`src/rtl/eel_pkg.sv`:
```
package eel_pkg;
  localparam logic [7:0] OPC_UPD  = 8'h80;
  localparam logic [7:0] OPC_CAL  = 8'hA0;
  localparam logic [7:0] OPC_SYNC = 8'hA1;
  localparam logic [7:0] OPC_CLO  = 8'hB0;
  localparam logic [7:0] OPC_CHI  = 8'hCF;
  localparam logic [7:0] OPC_END  = 8'hFF;

  typedef enum logic [1:0] {ST_IDLE, ST_REQ, ST_WAIT, ST_WR} st_e;
  typedef enum logic [2:0] {PH_OP, PH_AHI, PH_ALO, PH_DAT, PH_SUM} ph_e;
  typedef enum logic [2:0] {OP_BLK, OP_UPD, OP_CAL, OP_SYNC, OP_COND, OP_END, OP_SKIP} op_e;
endpackage

```
`src/rtl/eel_decode.sv`:
```
module eel_decode
  import eel_pkg::*;
#(
  parameter int BW = 8
) (
  input  logic [BW-1:0] code,
  output op_e           kind
);
  always_comb begin
    if (!code[BW-1])                                  kind = OP_BLK;
    else if (code == BW'(OPC_UPD))                    kind = OP_UPD;
    else if (code == BW'(OPC_CAL))                    kind = OP_CAL;
    else if (code == BW'(OPC_SYNC))                   kind = OP_SYNC;
    else if (code == BW'(OPC_END))                    kind = OP_END;
    else if (code >= BW'(OPC_CLO) && code <= BW'(OPC_CHI)) kind = OP_COND;
    else                                              kind = OP_SKIP;
  end
endmodule

```
`src/rtl/eel_fetch.sv`:
```
module eel_fetch #(
  parameter int EE_AW = 10
) (
  input  logic             clk,
  input  logic             rst_n,
  input  logic             req_en,
  input  logic             clr,
  input  logic             req_ready,
  output logic             req_valid,
  output logic [EE_AW-1:0] req_addr,
  output logic             taken
);
  logic [EE_AW-1:0] ptr_q;

  assign req_valid = req_en;
  assign req_addr  = ptr_q;
  assign taken     = req_en && req_ready;

  always_ff @(posedge clk or negedge rst_n) begin
    if (!rst_n)     ptr_q <= '0;
    else if (clr)   ptr_q <= '0;
    else if (taken) ptr_q <= ptr_q + 1'b1;
  end
endmodule

```
`src/rtl/eel_sum.sv`:
```
module eel_sum #(
  parameter int BW = 8
) (
  input  logic          clk,
  input  logic          rst_n,
  input  logic          clr,
  input  logic          add_en,
  input  logic [BW-1:0] add_byte,
  input  logic [BW-1:0] chk_byte,
  output logic          match
);
  logic [BW-1:0] acc_q;
  logic [BW-1:0] total;

  assign total = acc_q + chk_byte;
  assign match = (total == '0);

  always_ff @(posedge clk or negedge rst_n) begin
    if (!rst_n)      acc_q <= '0;
    else if (clr)    acc_q <= '0;
    else if (add_en) acc_q <= acc_q + add_byte;
  end
endmodule

```
`src/rtl/eel_pulse.sv`:
```
module eel_pulse #(
  parameter int N = 3
) (
  input  logic         clk,
  input  logic         rst_n,
  input  logic [N-1:0] fire,
  output logic [N-1:0] pulse
);
  for (genvar i = 0; i < N; i++) begin : g_ch
    always_ff @(posedge clk or negedge rst_n) begin
      if (!rst_n) pulse[i] <= 1'b0;
      else        pulse[i] <= fire[i];
    end
  end
endmodule

```
`src/rtl/eel_loader.sv`:
```
module eel_loader
  import eel_pkg::*;
#(
  parameter int EE_AW = 10,
  parameter int BW    = 8
) (
  input  logic              clk,
  input  logic              rst_n,
  input  logic              start,
  output logic              ee_req_valid,
  input  logic              ee_req_ready,
  output logic [EE_AW-1:0]  ee_req_addr,
  input  logic              ee_rsp_valid,
  input  logic [BW-1:0]     ee_rsp_data,
  output logic              reg_wr_valid,
  input  logic              reg_wr_ready,
  output logic [2*BW-1:0]   reg_wr_addr,
  output logic [BW-1:0]     reg_wr_data,
  output logic              soft_upd,
  output logic              cal_start,
  output logic              out_sync,
  output logic              busy,
  output logic              done,
  output logic              csum_err
);
  localparam int RA_W  = 2 * BW;
  localparam int N_ACT = 3;

  st_e             st_q;
  ph_e             ph_q;
  op_e             kind;
  logic [BW-1:0]   left_q;
  logic [RA_W-1:0] addr_q;
  logic [BW-1:0]   dat_q;
  logic            done_q, err_q;
  logic            taken, rsp_take, sum_ok, ptr_clr, wr_go;
  logic [N_ACT-1:0] act_fire, act_q;

  assign rsp_take = (st_q == ST_WAIT) && ee_rsp_valid;
  assign wr_go    = (st_q == ST_WR) && reg_wr_ready;
  assign ptr_clr  = rsp_take &&
                    (((ph_q == PH_OP) && (kind == OP_END)) ||
                     ((ph_q == PH_SUM) && !sum_ok));

  eel_decode #(.BW(BW)) u_dec (
    .code (ee_rsp_data),
    .kind (kind)
  );

  eel_fetch #(.EE_AW(EE_AW)) u_fetch (
    .clk       (clk),
    .rst_n     (rst_n),
    .req_en    (st_q == ST_REQ),
    .clr       (ptr_clr),
    .req_ready (ee_req_ready),
    .req_valid (ee_req_valid),
    .req_addr  (ee_req_addr),
    .taken     (taken)
  );

  eel_sum #(.BW(BW)) u_sum (
    .clk      (clk),
    .rst_n    (rst_n),
    .clr      (rsp_take && (ph_q == PH_ALO)),
    .add_en   (wr_go),
    .add_byte (dat_q),
    .chk_byte (ee_rsp_data),
    .match    (sum_ok)
  );

  always_comb begin
    act_fire = '0;
    if (rsp_take && (ph_q == PH_OP)) begin
      act_fire[0] = (kind == OP_UPD);
      act_fire[1] = (kind == OP_CAL);
      act_fire[2] = (kind == OP_SYNC);
    end
  end

  eel_pulse #(.N(N_ACT)) u_pulse (
    .clk   (clk),
    .rst_n (rst_n),
    .fire  (act_fire),
    .pulse (act_q)
  );

  always_ff @(posedge clk or negedge rst_n) begin
    if (!rst_n) begin
      st_q   <= ST_IDLE;
      ph_q   <= PH_OP;
      left_q <= '0;
      addr_q <= '0;
      dat_q  <= '0;
      done_q <= 1'b0;
      err_q  <= 1'b0;
    end else begin
      unique case (st_q)
        ST_IDLE: begin
          if (start) begin
            st_q   <= ST_REQ;
            ph_q   <= PH_OP;
            done_q <= 1'b0;
            err_q  <= 1'b0;
          end
        end
        ST_REQ: begin
          if (taken) st_q <= ST_WAIT;
        end
        ST_WAIT: begin
          if (ee_rsp_valid) begin
            unique case (ph_q)
              PH_OP: begin
                if (kind == OP_BLK) begin
                  left_q <= {1'b0, ee_rsp_data[BW-2:0]} + 1'b1;
                  ph_q   <= PH_AHI;
                  st_q   <= ST_REQ;
                end else if (kind == OP_END) begin
                  done_q <= 1'b1;
                  st_q   <= ST_IDLE;
                end else begin
                  st_q <= ST_REQ;
                end
              end
              PH_AHI: begin
                addr_q[RA_W-1:BW] <= ee_rsp_data;
                ph_q <= PH_ALO;
                st_q <= ST_REQ;
              end
              PH_ALO: begin
                addr_q[BW-1:0] <= ee_rsp_data;
                ph_q <= PH_DAT;
                st_q <= ST_REQ;
              end
              PH_DAT: begin
                dat_q <= ee_rsp_data;
                st_q  <= ST_WR;
              end
              PH_SUM: begin
                if (sum_ok) begin
                  ph_q <= PH_OP;
                  st_q <= ST_REQ;
                end else begin
                  err_q <= 1'b1;
                  ph_q  <= PH_OP;
                  st_q  <= ST_IDLE;
                end
              end
              default: st_q <= ST_IDLE;
            endcase
          end
        end
        ST_WR: begin
          if (reg_wr_ready) begin
            addr_q <= addr_q + 1'b1;
            left_q <= left_q - 1'b1;
            if (left_q == BW'(1)) ph_q <= PH_SUM;
            st_q <= ST_REQ;
          end
        end
        default: st_q <= ST_IDLE;
      endcase
    end
  end

  assign reg_wr_valid = (st_q == ST_WR);
  assign reg_wr_addr  = addr_q;
  assign reg_wr_data  = dat_q;
  assign soft_upd     = act_q[0];
  assign cal_start    = act_q[1];
  assign out_sync     = act_q[2];
  assign busy         = (st_q != ST_IDLE);
  assign done         = done_q;
  assign csum_err     = err_q;
endmodule

```
`config.mk`:
```
export PLATFORM = sky130hd
export DESIGN_NAME = eel_loader
export DESIGN_NICKNAME = d
export VERILOG_FILES = /design/src/rtl/eel_pkg.sv /design/src/rtl/eel_decode.sv /design/src/rtl/eel_fetch.sv /design/src/rtl/eel_sum.sv /design/src/rtl/eel_pulse.sv /design/src/rtl/eel_loader.sv
export SDC_FILE = /design/constraint.sdc
export NUM_CORES = 1
export LEC_CHECK = 0
export BUFFER_PORTS_ARGS = -buffer_cell sky130_fd_sc_hd__buf_2
export CAP_MARGIN = 10
export CORE_MARGIN = 4
export CORE_UTILIZATION = 52
export CTS_CLUSTER_SIZE = 16
export DETAILED_ROUTE_END_ITERATION = 8
export PLACE_DENSITY = 0.76
export SYNTH_ARGS = -nofsm -noshare
export SYNTH_HDL_FRONTEND = slang
export SYNTH_SLANG_ARGS = --single-unit
```
`constraint.sdc`:
```
create_clock -name clk -period 2.2 [get_ports clk]
set_clock_uncertainty 0.05 [all_clocks]
set_input_delay 0.55 -clock clk [delete_from_list [all_inputs] [get_ports clk]]
set_output_delay 0.55 -clock clk [all_outputs]
set_load 0.005 [all_outputs]
```
# Word level (Yosys, flattened, before mapping)
# Index checks and enable logic that the tools add are counted.
word_totals:
  wordCells: 129
  in_bits: 14
  regBits: 60
classes:
  n_eq_ne: 31
  n_reduce_logical: 30
  n_mux: 47
  order_cmp: 2
  n_addsub: 6
ops:
  columns: ["op", "n"]
  rows:
  - ["8-bit 2-to-1 mux", 8]
  - ["3-bit 2-to-1 mux", 11]
  - ["8-bit equality test, second input constant", 4]
  - ["16-bit 2-to-1 mux", 2]
  - ["16-bit case mux with 2 select lines", 1]
  - ["10-bit 2-to-1 mux", 2]
  - ["16-bit by 1-bit adder with 16-bit output, second input constant", 1]
  - ["8-bit adder", 2]
  - ["2-bit by 1-bit != test with 1-bit output, second input constant", 8]
  - ["2-bit case mux with 4 select lines", 2]
  - ["8-bit case mux with 2 select lines", 1]
  - ["3-bit by 2-bit equality test with 1-bit output, second input constant", 4]
  - ["3-bit case mux with 4 select lines", 1]
  - ["4-bit AND reduction", 3]
  - ["1-bit 2-to-1 mux", 11]
  - ["10-bit by 1-bit adder with 10-bit output, second input constant", 1]
  - ["2-bit 2-to-1 mux", 5]
  - ["2-bit != test, second input constant", 5]
  - ["5-bit AND reduction", 2]
  - ["2-bit nonzero test", 5]
  - ["1-bit logical AND", 9]
  - ["3-bit case mux with 3 select lines", 1]
  - ["7-bit by 1-bit adder with 8-bit output, second input constant", 1]
  - ["8-bit by 1-bit equality test with 1-bit output, second input constant", 1]
  - ["other kinds (20)", 25]

# Depth between registers and ports, before layout
logic_depth:
  ltp_word: 14
  mapped_depth: 11

# Cells and area by module
# Synthesis repeated with hierarchy kept, for this count alone.
unflattened:
  hier_cells: 449
  hier_area_um2: 4164.0
by_module_without_submodules:
  columns: ["mod", "area_per_inst_um2", "cells_per_inst", "instances", "seq_area_each_um2"]
  rows:
  - ["eel_loader", 2521.2, 279, 1, 975.9]
  - ["eel_sum", 948.4, 102, 1, 200.2]
  - ["eel_fetch", 501.7, 48, 1, 250.2]
  - ["eel_decode", 117.6, 17, 1, 0.0]
  - ["eel_pulse", 75.1, 3, 1, 75.1]

# Least setup slack after synthesis
# OpenSTA, ideal clock, no wires.
synth_path:
  kind: "input-to-reg"
  startpoint: "input ee_rsp_data[0]"
  endpoint: "register st_q[0]"
  path_slack_ns: -0.211
  arrival_time_ns: 2.258
  n_path_buf: 0
  required_time_ns: 2.046
  setup_ns: 0.104
  path_stages: 8
  path_cell_list: "ha_1 > fa_1 > a21o_1 > a21oi_1 > mux2i_1 > o2111ai_1 > o31a_1 > o41ai_2"
synth_via:
  elab_chain_cells: 14
synth_lines:
  columns: ["element", "line", "source"]
  rows:
  - ["start, declared", "eel_loader.sv:14", "input logic [BW-1:0] ee_rsp_data,"]
  - ["8-bit greater-or-equal comparator or 8-bit less-or-equal comparator (tied branches)", "eel_decode.sv:15", "else if (code >= BW'(OPC_CLO) && code <= BW'(OPC_CHI)) kind = OP_COND;"]
  - ["1-bit logical AND", "eel_decode.sv:15", null]
  - ["2-bit 2-to-1 mux", "eel_decode.sv:15", null]
  - ["3-bit 2-to-1 mux", "eel_decode.sv:14", "else if (code == BW'(OPC_END)) kind = OP_END;"]
  - ["3-bit 2-to-1 mux", "eel_decode.sv:13", "else if (code == BW'(OPC_SYNC)) kind = OP_SYNC;"]
  - ["3-bit 2-to-1 mux", "eel_decode.sv:12", "else if (code == BW'(OPC_CAL)) kind = OP_CAL;"]
  - ["3-bit 2-to-1 mux", "eel_decode.sv:11", "else if (code == BW'(OPC_UPD)) kind = OP_UPD;"]
  - ["3-bit 2-to-1 mux", "eel_decode.sv:10", "if (!code[BW-1]) kind = OP_BLK;"]
  - ["3-bit equality test", "eel_loader.sv:117", "end else if (kind == OP_END) begin"]
  - ["1-bit 2-to-1 mux", "eel_loader.sv:117", null]
  - ["1-bit 2-to-1 mux", "eel_loader.sv:113", "if (kind == OP_BLK) begin"]
  - ["2-bit case mux with 4 select lines *", "eel_loader.sv:111", "unique case (ph_q)"]
  - ["2-bit 2-to-1 mux *", "eel_loader.sv:110", "if (ee_rsp_valid) begin"]
  - ["2-bit case mux with 4 select lines *", "eel_loader.sv:97", "unique case (st_q)"]
  - ["end signal, assigned", "eel_loader.sv:100", "st_q <= ST_REQ;"]
  - ["end signal, assigned", "eel_loader.sv:116", "st_q <= ST_REQ;"]
  - ["end signal, assigned", "eel_loader.sv:119", "st_q <= ST_IDLE;"]
  - ["end, declared", "eel_loader.sv:29", "st_e st_q;"]
# Mark *: on every way between the ends. The rest lies on a longest branch, timed or not. The select of a mux whose other input is x is not followed.
# A chain may end at the register's enable or synchronous reset.

# Worst setup path in the final report
layout_path:
  startpoint: "register u_sum.acc_q[0]"
  endpoint: "register st_q[0]"
layout_via:
  elab_chain_cells: 6
layout_lines:
  columns: ["element", "line", "source"]
  rows:
  - ["start, declared", "eel_sum.sv:12", "logic [BW-1:0] acc_q;"]
  - ["start signal, assigned", "eel_sum.sv:21", "else if (add_en) acc_q <= acc_q + add_byte;"]
  - ["8-bit adder", "eel_sum.sv:15", "assign total = acc_q + chk_byte;"]
  - ["8-bit logical NOT", "eel_sum.sv:16", "assign match = (total == '0);"]
  - ["1-bit 2-to-1 mux", "eel_loader.sv:139", "if (sum_ok) begin"]
  - ["2-bit case mux with 4 select lines", "eel_loader.sv:111", null]
  - ["2-bit 2-to-1 mux", "eel_loader.sv:110", null]
  - ["2-bit case mux with 4 select lines", "eel_loader.sv:97", null]
  - ["end signal, assigned", "eel_loader.sv:100", null]
  - ["end signal, assigned", "eel_loader.sv:116", null]
  - ["end signal, assigned", "eel_loader.sv:141", "st_q <= ST_REQ;"]
# No other way between the ends. The select of a mux whose other input is x is not followed.

==> impl_summary.log <==
[metrics] power per cell area: about 1100 nW/um^2
[metrics] total wirelength of the detailed-routed design: roughly 10 mm
[metrics] drt first-iter violations: between 200 and 250
[metrics] post-layout power: ~5.4 mW
[metrics] post-route cell area: between 4000 and 5000 sq um
[metrics] crit path setup slack, layout: -0.1860 ns
[metrics] Final GP Congestion: 0.8945
[metrics] data required time of the critical path: between 2 and 2.5 ns
[metrics] Area Overhead vs Synth: 27.51%
[metrics] starting utilization of the core area: 0.5376
[metrics] kind of end point of the critical path: register
[metrics] total of hold buffers inserted after clock tree synthesis: 0
[metrics] Synth Warn #: 0
[metrics] Rows: 31
[metrics] Post-Synthesis Cells: 440
[metrics] CTS Buffer Depth: 2
[metrics] final count of negative-setup-slack endpoints: 11
[metrics] number of H-tree levels: 3
[metrics] maximum number of pins on one net before global-route repair: 61
[metrics] maximum net fanout on the critical path: 3
[metrics] sequential cell area fraction in the yosys report: 0.3830
[metrics] FFs w/ async S/R, synth: 1.000
[metrics] number of enable-type register cells in the synthesized netlist: 0
[metrics] total via count after detailed routing: approximately 3,700
[metrics] count of input and output buffers: 55
[metrics] standard cell area after detailed placement: about 4600 sq um
[metrics] setup repair after global routing missed its margin: yes
[metrics] transition at the pin with the smallest max-transition slack: between 0.4 and 0.5 ns
[metrics] drt wl/cell: 16.07 um
[metrics] non-filler instance count after layout: 638
[metrics] endpoints failing hold: 0
[metrics] HPWL reported at the end of detailed placement: 7.072 mm
[metrics] overall global routing resource usage: 0.2348
[metrics] max_cap viols: 0
[metrics] count of final max-slew check failures: 0
[metrics] placed instance count: between 600 and 700
[metrics] number of placed I/O pins: 56
[metrics] CORE AREA: roughly 7300 sq um
[metrics] crit start category: register
[metrics] final worst-path cycle share: 1.085
[metrics] violations in the final reports: negative setup slack
[metrics] Fillers: 571
[metrics] total clock sinks: 60
[metrics] classification of the worst setup path: reg2reg
[metrics] vertical die dimension: about 95 um
[metrics] share of layout cells above drive strength 1: 0.3154
[metrics] leading register cell type out of synthesis: sky130_fd_sc_hd__dfrtp_1
[metrics] number of nets in the finished design: around 580
[metrics] critical path data arrival time: 2.57 ns
[metrics] outcome: finished with violations
[metrics] diode count: 0
[metrics] clk_lat worst skew: ~0.34 ns
[metrics] main area contributors after synthesis: sky130_fd_sc_hd__dfrtp_1 38%, sky130_fd_sc_hd__ha_1 8.0%, sky130_fd_sc_hd__a21oi_1 5.1%, sky130_fd_sc_hd__nand3_1 4.1%, sky130_fd_sc_hd__mux2i_1 3.6%
[metrics] final cell utilization of the core: 0.6855
[metrics] Vias/cell: 5.799
[metrics] fin crit period: about 2.4 ns
[metrics] clock tree from TritonCTS: built
[metrics] worst slew margin relative to its limit: 0.6736
[metrics] first-pass iteration count of the detailed router: 5
[metrics] Detail Route Antenna Nets: 0
[metrics] number of nets in the synthesized netlist: roughly 480
[metrics] number of distinct library cells after synthesis: 60
[metrics] Static Leak: roughly 2.4 nW
[metrics] Highest Clock Rate: between 0.4 and 0.5 GHz
[metrics] Horiz. Die Dim: 94.83 um
[metrics] post-synthesis register bit count: 60
[metrics] worst supply voltage drop on vdd: a little over 0.0006 V
[metrics] first-pass GRT wire length: between 15 and 20 mm
[metrics] initial antenna violation count: 0
[metrics] clock slew at the register clock pins of the worst setup and hold paths: around 0.07 ns
[metrics] die area: 8992 sq um
[metrics] clk root buf: sky130_fd_sc_hd__clkbuf_8
[metrics] mean cell area of the mapped netlist: 8.909 sq um
[metrics] cell area after technology mapping: ~4000 sq um
[metrics] hold crit path type: in2async
[metrics] total overflow reported by the global router: 0
[metrics] vias in the first global route: roughly 3,600
[metrics] Post-route DRC: 0
[metrics] share of Yosys cell area claimed by the top area cell type: 0.3830
[metrics] top cell type by total area after synthesis: sky130_fd_sc_hd__dfrtp_1
[metrics] number of clock buffers inserted by TritonCTS: 9
[metrics] aggregate negative setup slack: -1.297 ns
-- synth_stat cells (all sizes together), types with 3 or more instances --
cell type,n
dfrtp,60
a21oi,43
nand2,35
nor2,34
nand3,32
ha,25
o21ai,23
inv,19
o22ai,19
and3,14
mux2i,14
clkbuf,13
xor2,13
buf,10
xnor2,9
nand2b,8
mux2,7
nor3,7
nor2b,5
a21o,4
o211ai,4
nor4,3
or2,3
-- final timing paths --
path                            slack, ns  depth (start not counted)                               to                       start
worst min-delay path                 0.16                          2       reg_wr_addr[5]$_DFFE_PN0P_                       rst_n
max in group asynchronous            1.67                          2  u_fetch.req_addr[0]$_DFFE_PN0P_                       rst_n
min in group clk                     0.47                          3  u_fetch.req_addr[1]$_DFFE_PN0P_                ee_req_ready
worst max-delay path                -0.19                          8              st_q[0]$_DFFE_PN0P_  u_sum.acc_q[0]$_DFFE_PN0P_
worst max register to register      -0.19                          8              st_q[0]$_DFFE_PN0P_  u_sum.acc_q[0]$_DFFE_PN0P_
worst min register to register       0.47                          2             csum_err$_DFFE_PN0P_        csum_err$_DFFE_PN0P_
-- cell type report --
class / instances / area [sq um] / share of cell area
Inverter: 19 / 71.32 / 0.01427
Clock buffer: 12 / 165.2 / 0.03304
Clock inverter: 2 / 10.01 / 0.002003
Tap cell: 99 / 123.9 / 0.02478
Timing Repair Buffer: 107 / 693.2 / 0.1387
Multi-Input combinational cell: 339 / 2434 / 0.4869
Sequential cell: 60 / 1501 / 0.3004
-- power by group --
group / total, mW / switching, mW / leakage [nW] / internal (mW)
sequential: 1.90 / 0.436 / 0.766 / 1.47
combinational: 2.53 / 1.35 / 1.50 / 1.18
clock: 0.921 / 0.436 / 0.0941 / 0.485
-- layout by cell type, fill, tap and decap left out, types with 3 or more instances in the layout --
cell                       synthesis  final
sky130_fd_sc_hd__o211ai_1          4      4
sky130_fd_sc_hd__xor2_1           13     13
sky130_fd_sc_hd__buf_6             0      4
sky130_fd_sc_hd__nor3_1            7      7
sky130_fd_sc_hd__mux2i_1          14     13
sky130_fd_sc_hd__nand2b_1          8      7
sky130_fd_sc_hd__buf_4             1     47
sky130_fd_sc_hd__o21ai_0          21     20
sky130_fd_sc_hd__a21oi_1          40     34
sky130_fd_sc_hd__o22ai_1          19     19
sky130_fd_sc_hd__nand3_1          32     32
sky130_fd_sc_hd__a21oi_2           2      7
sky130_fd_sc_hd__buf_2             8     55
sky130_fd_sc_hd__and3_1           14     14
sky130_fd_sc_hd__nor2_1           33     26
sky130_fd_sc_hd__ha_1             25     22
sky130_fd_sc_hd__nor2_2            1      6
sky130_fd_sc_hd__clkbuf_8          0     12
sky130_fd_sc_hd__dfrtp_1          60     60
sky130_fd_sc_hd__inv_1            18     18
sky130_fd_sc_hd__mux2_2            7      7
sky130_fd_sc_hd__nor2b_1           5      3
sky130_fd_sc_hd__ha_4              0      3
sky130_fd_sc_hd__nand2_1          35     35
sky130_fd_sc_hd__xnor2_1           9      9
sky130_fd_sc_hd__a21o_1            4      4
-- worst max-delay path: stages, from the launching register on --
cell                        delay [ns]
sky130_fd_sc_hd__dfrtp_1          0.40
sky130_fd_sc_hd__ha_4             0.17
sky130_fd_sc_hd__fa_2             0.34
sky130_fd_sc_hd__a21o_1           0.20
sky130_fd_sc_hd__a21oi_2          0.16
sky130_fd_sc_hd__mux2i_1          0.24
sky130_fd_sc_hd__o2111ai_2        0.17
sky130_fd_sc_hd__o31a_1           0.34
sky130_fd_sc_hd__o41ai_2          0.21
-- registers in the layout, summed over array words and instances, names as in the netlist --
| name | flops |
|---|---|
| csum_err | 1 |
| done | 1 |
| left_q | 8 |
| ph_q | 3 |
| reg_wr_addr | 16 |
| reg_wr_data | 8 |
| st_q | 2 |
| u_fetch.req_addr | 10 |
| u_pulse.pulse | 3 |
| u_sum.acc_q | 8 |
-- metrics by stage --
step                      worst slack, ns  hold slack (ns)
after floorplan                   -0.1632           0.2044
after global placement            -0.4312           0.4412
after detailed placement          -0.5360           0.4391
after CTS                         -0.1390           0.1700
after global routing              -0.2983           0.1786
final                             -0.1860           0.1650
-- timing repair --
item,in CTS,in global routing
hold endpoints to repair,0,0
endpoints found under the setup margin,13,22
gates resized for setup,13,28
gates cloned,1,0
buffers inserted,2,7
pin swaps,4,14
-- layer usage --
| layer | track usage | share of wire | vias to the layer above |
|---|---|---|---|
| met5 | 0 | 0 | - |
| met4 | 0.07933 | 0.019 | 0 |
| met3 | 0.05339 | 0.063 | 18 |
| met2 | 0.3975 | 0.48 | 126 |
| met1 | 0.2949 | 0.43 | 1777 |
| li1 | - | - | 1779 |
-- cells by family after synthesis --
kind of cell,synth area share
compound gates,0.1746
xor+xnor,0.04916
fa+ha+maj,0.09256
buf+inv,0.04373
flops,0.3830
mux,0.05586
simple gates,0.2011
Note: power is estimated with default switching activity, not from simulation.
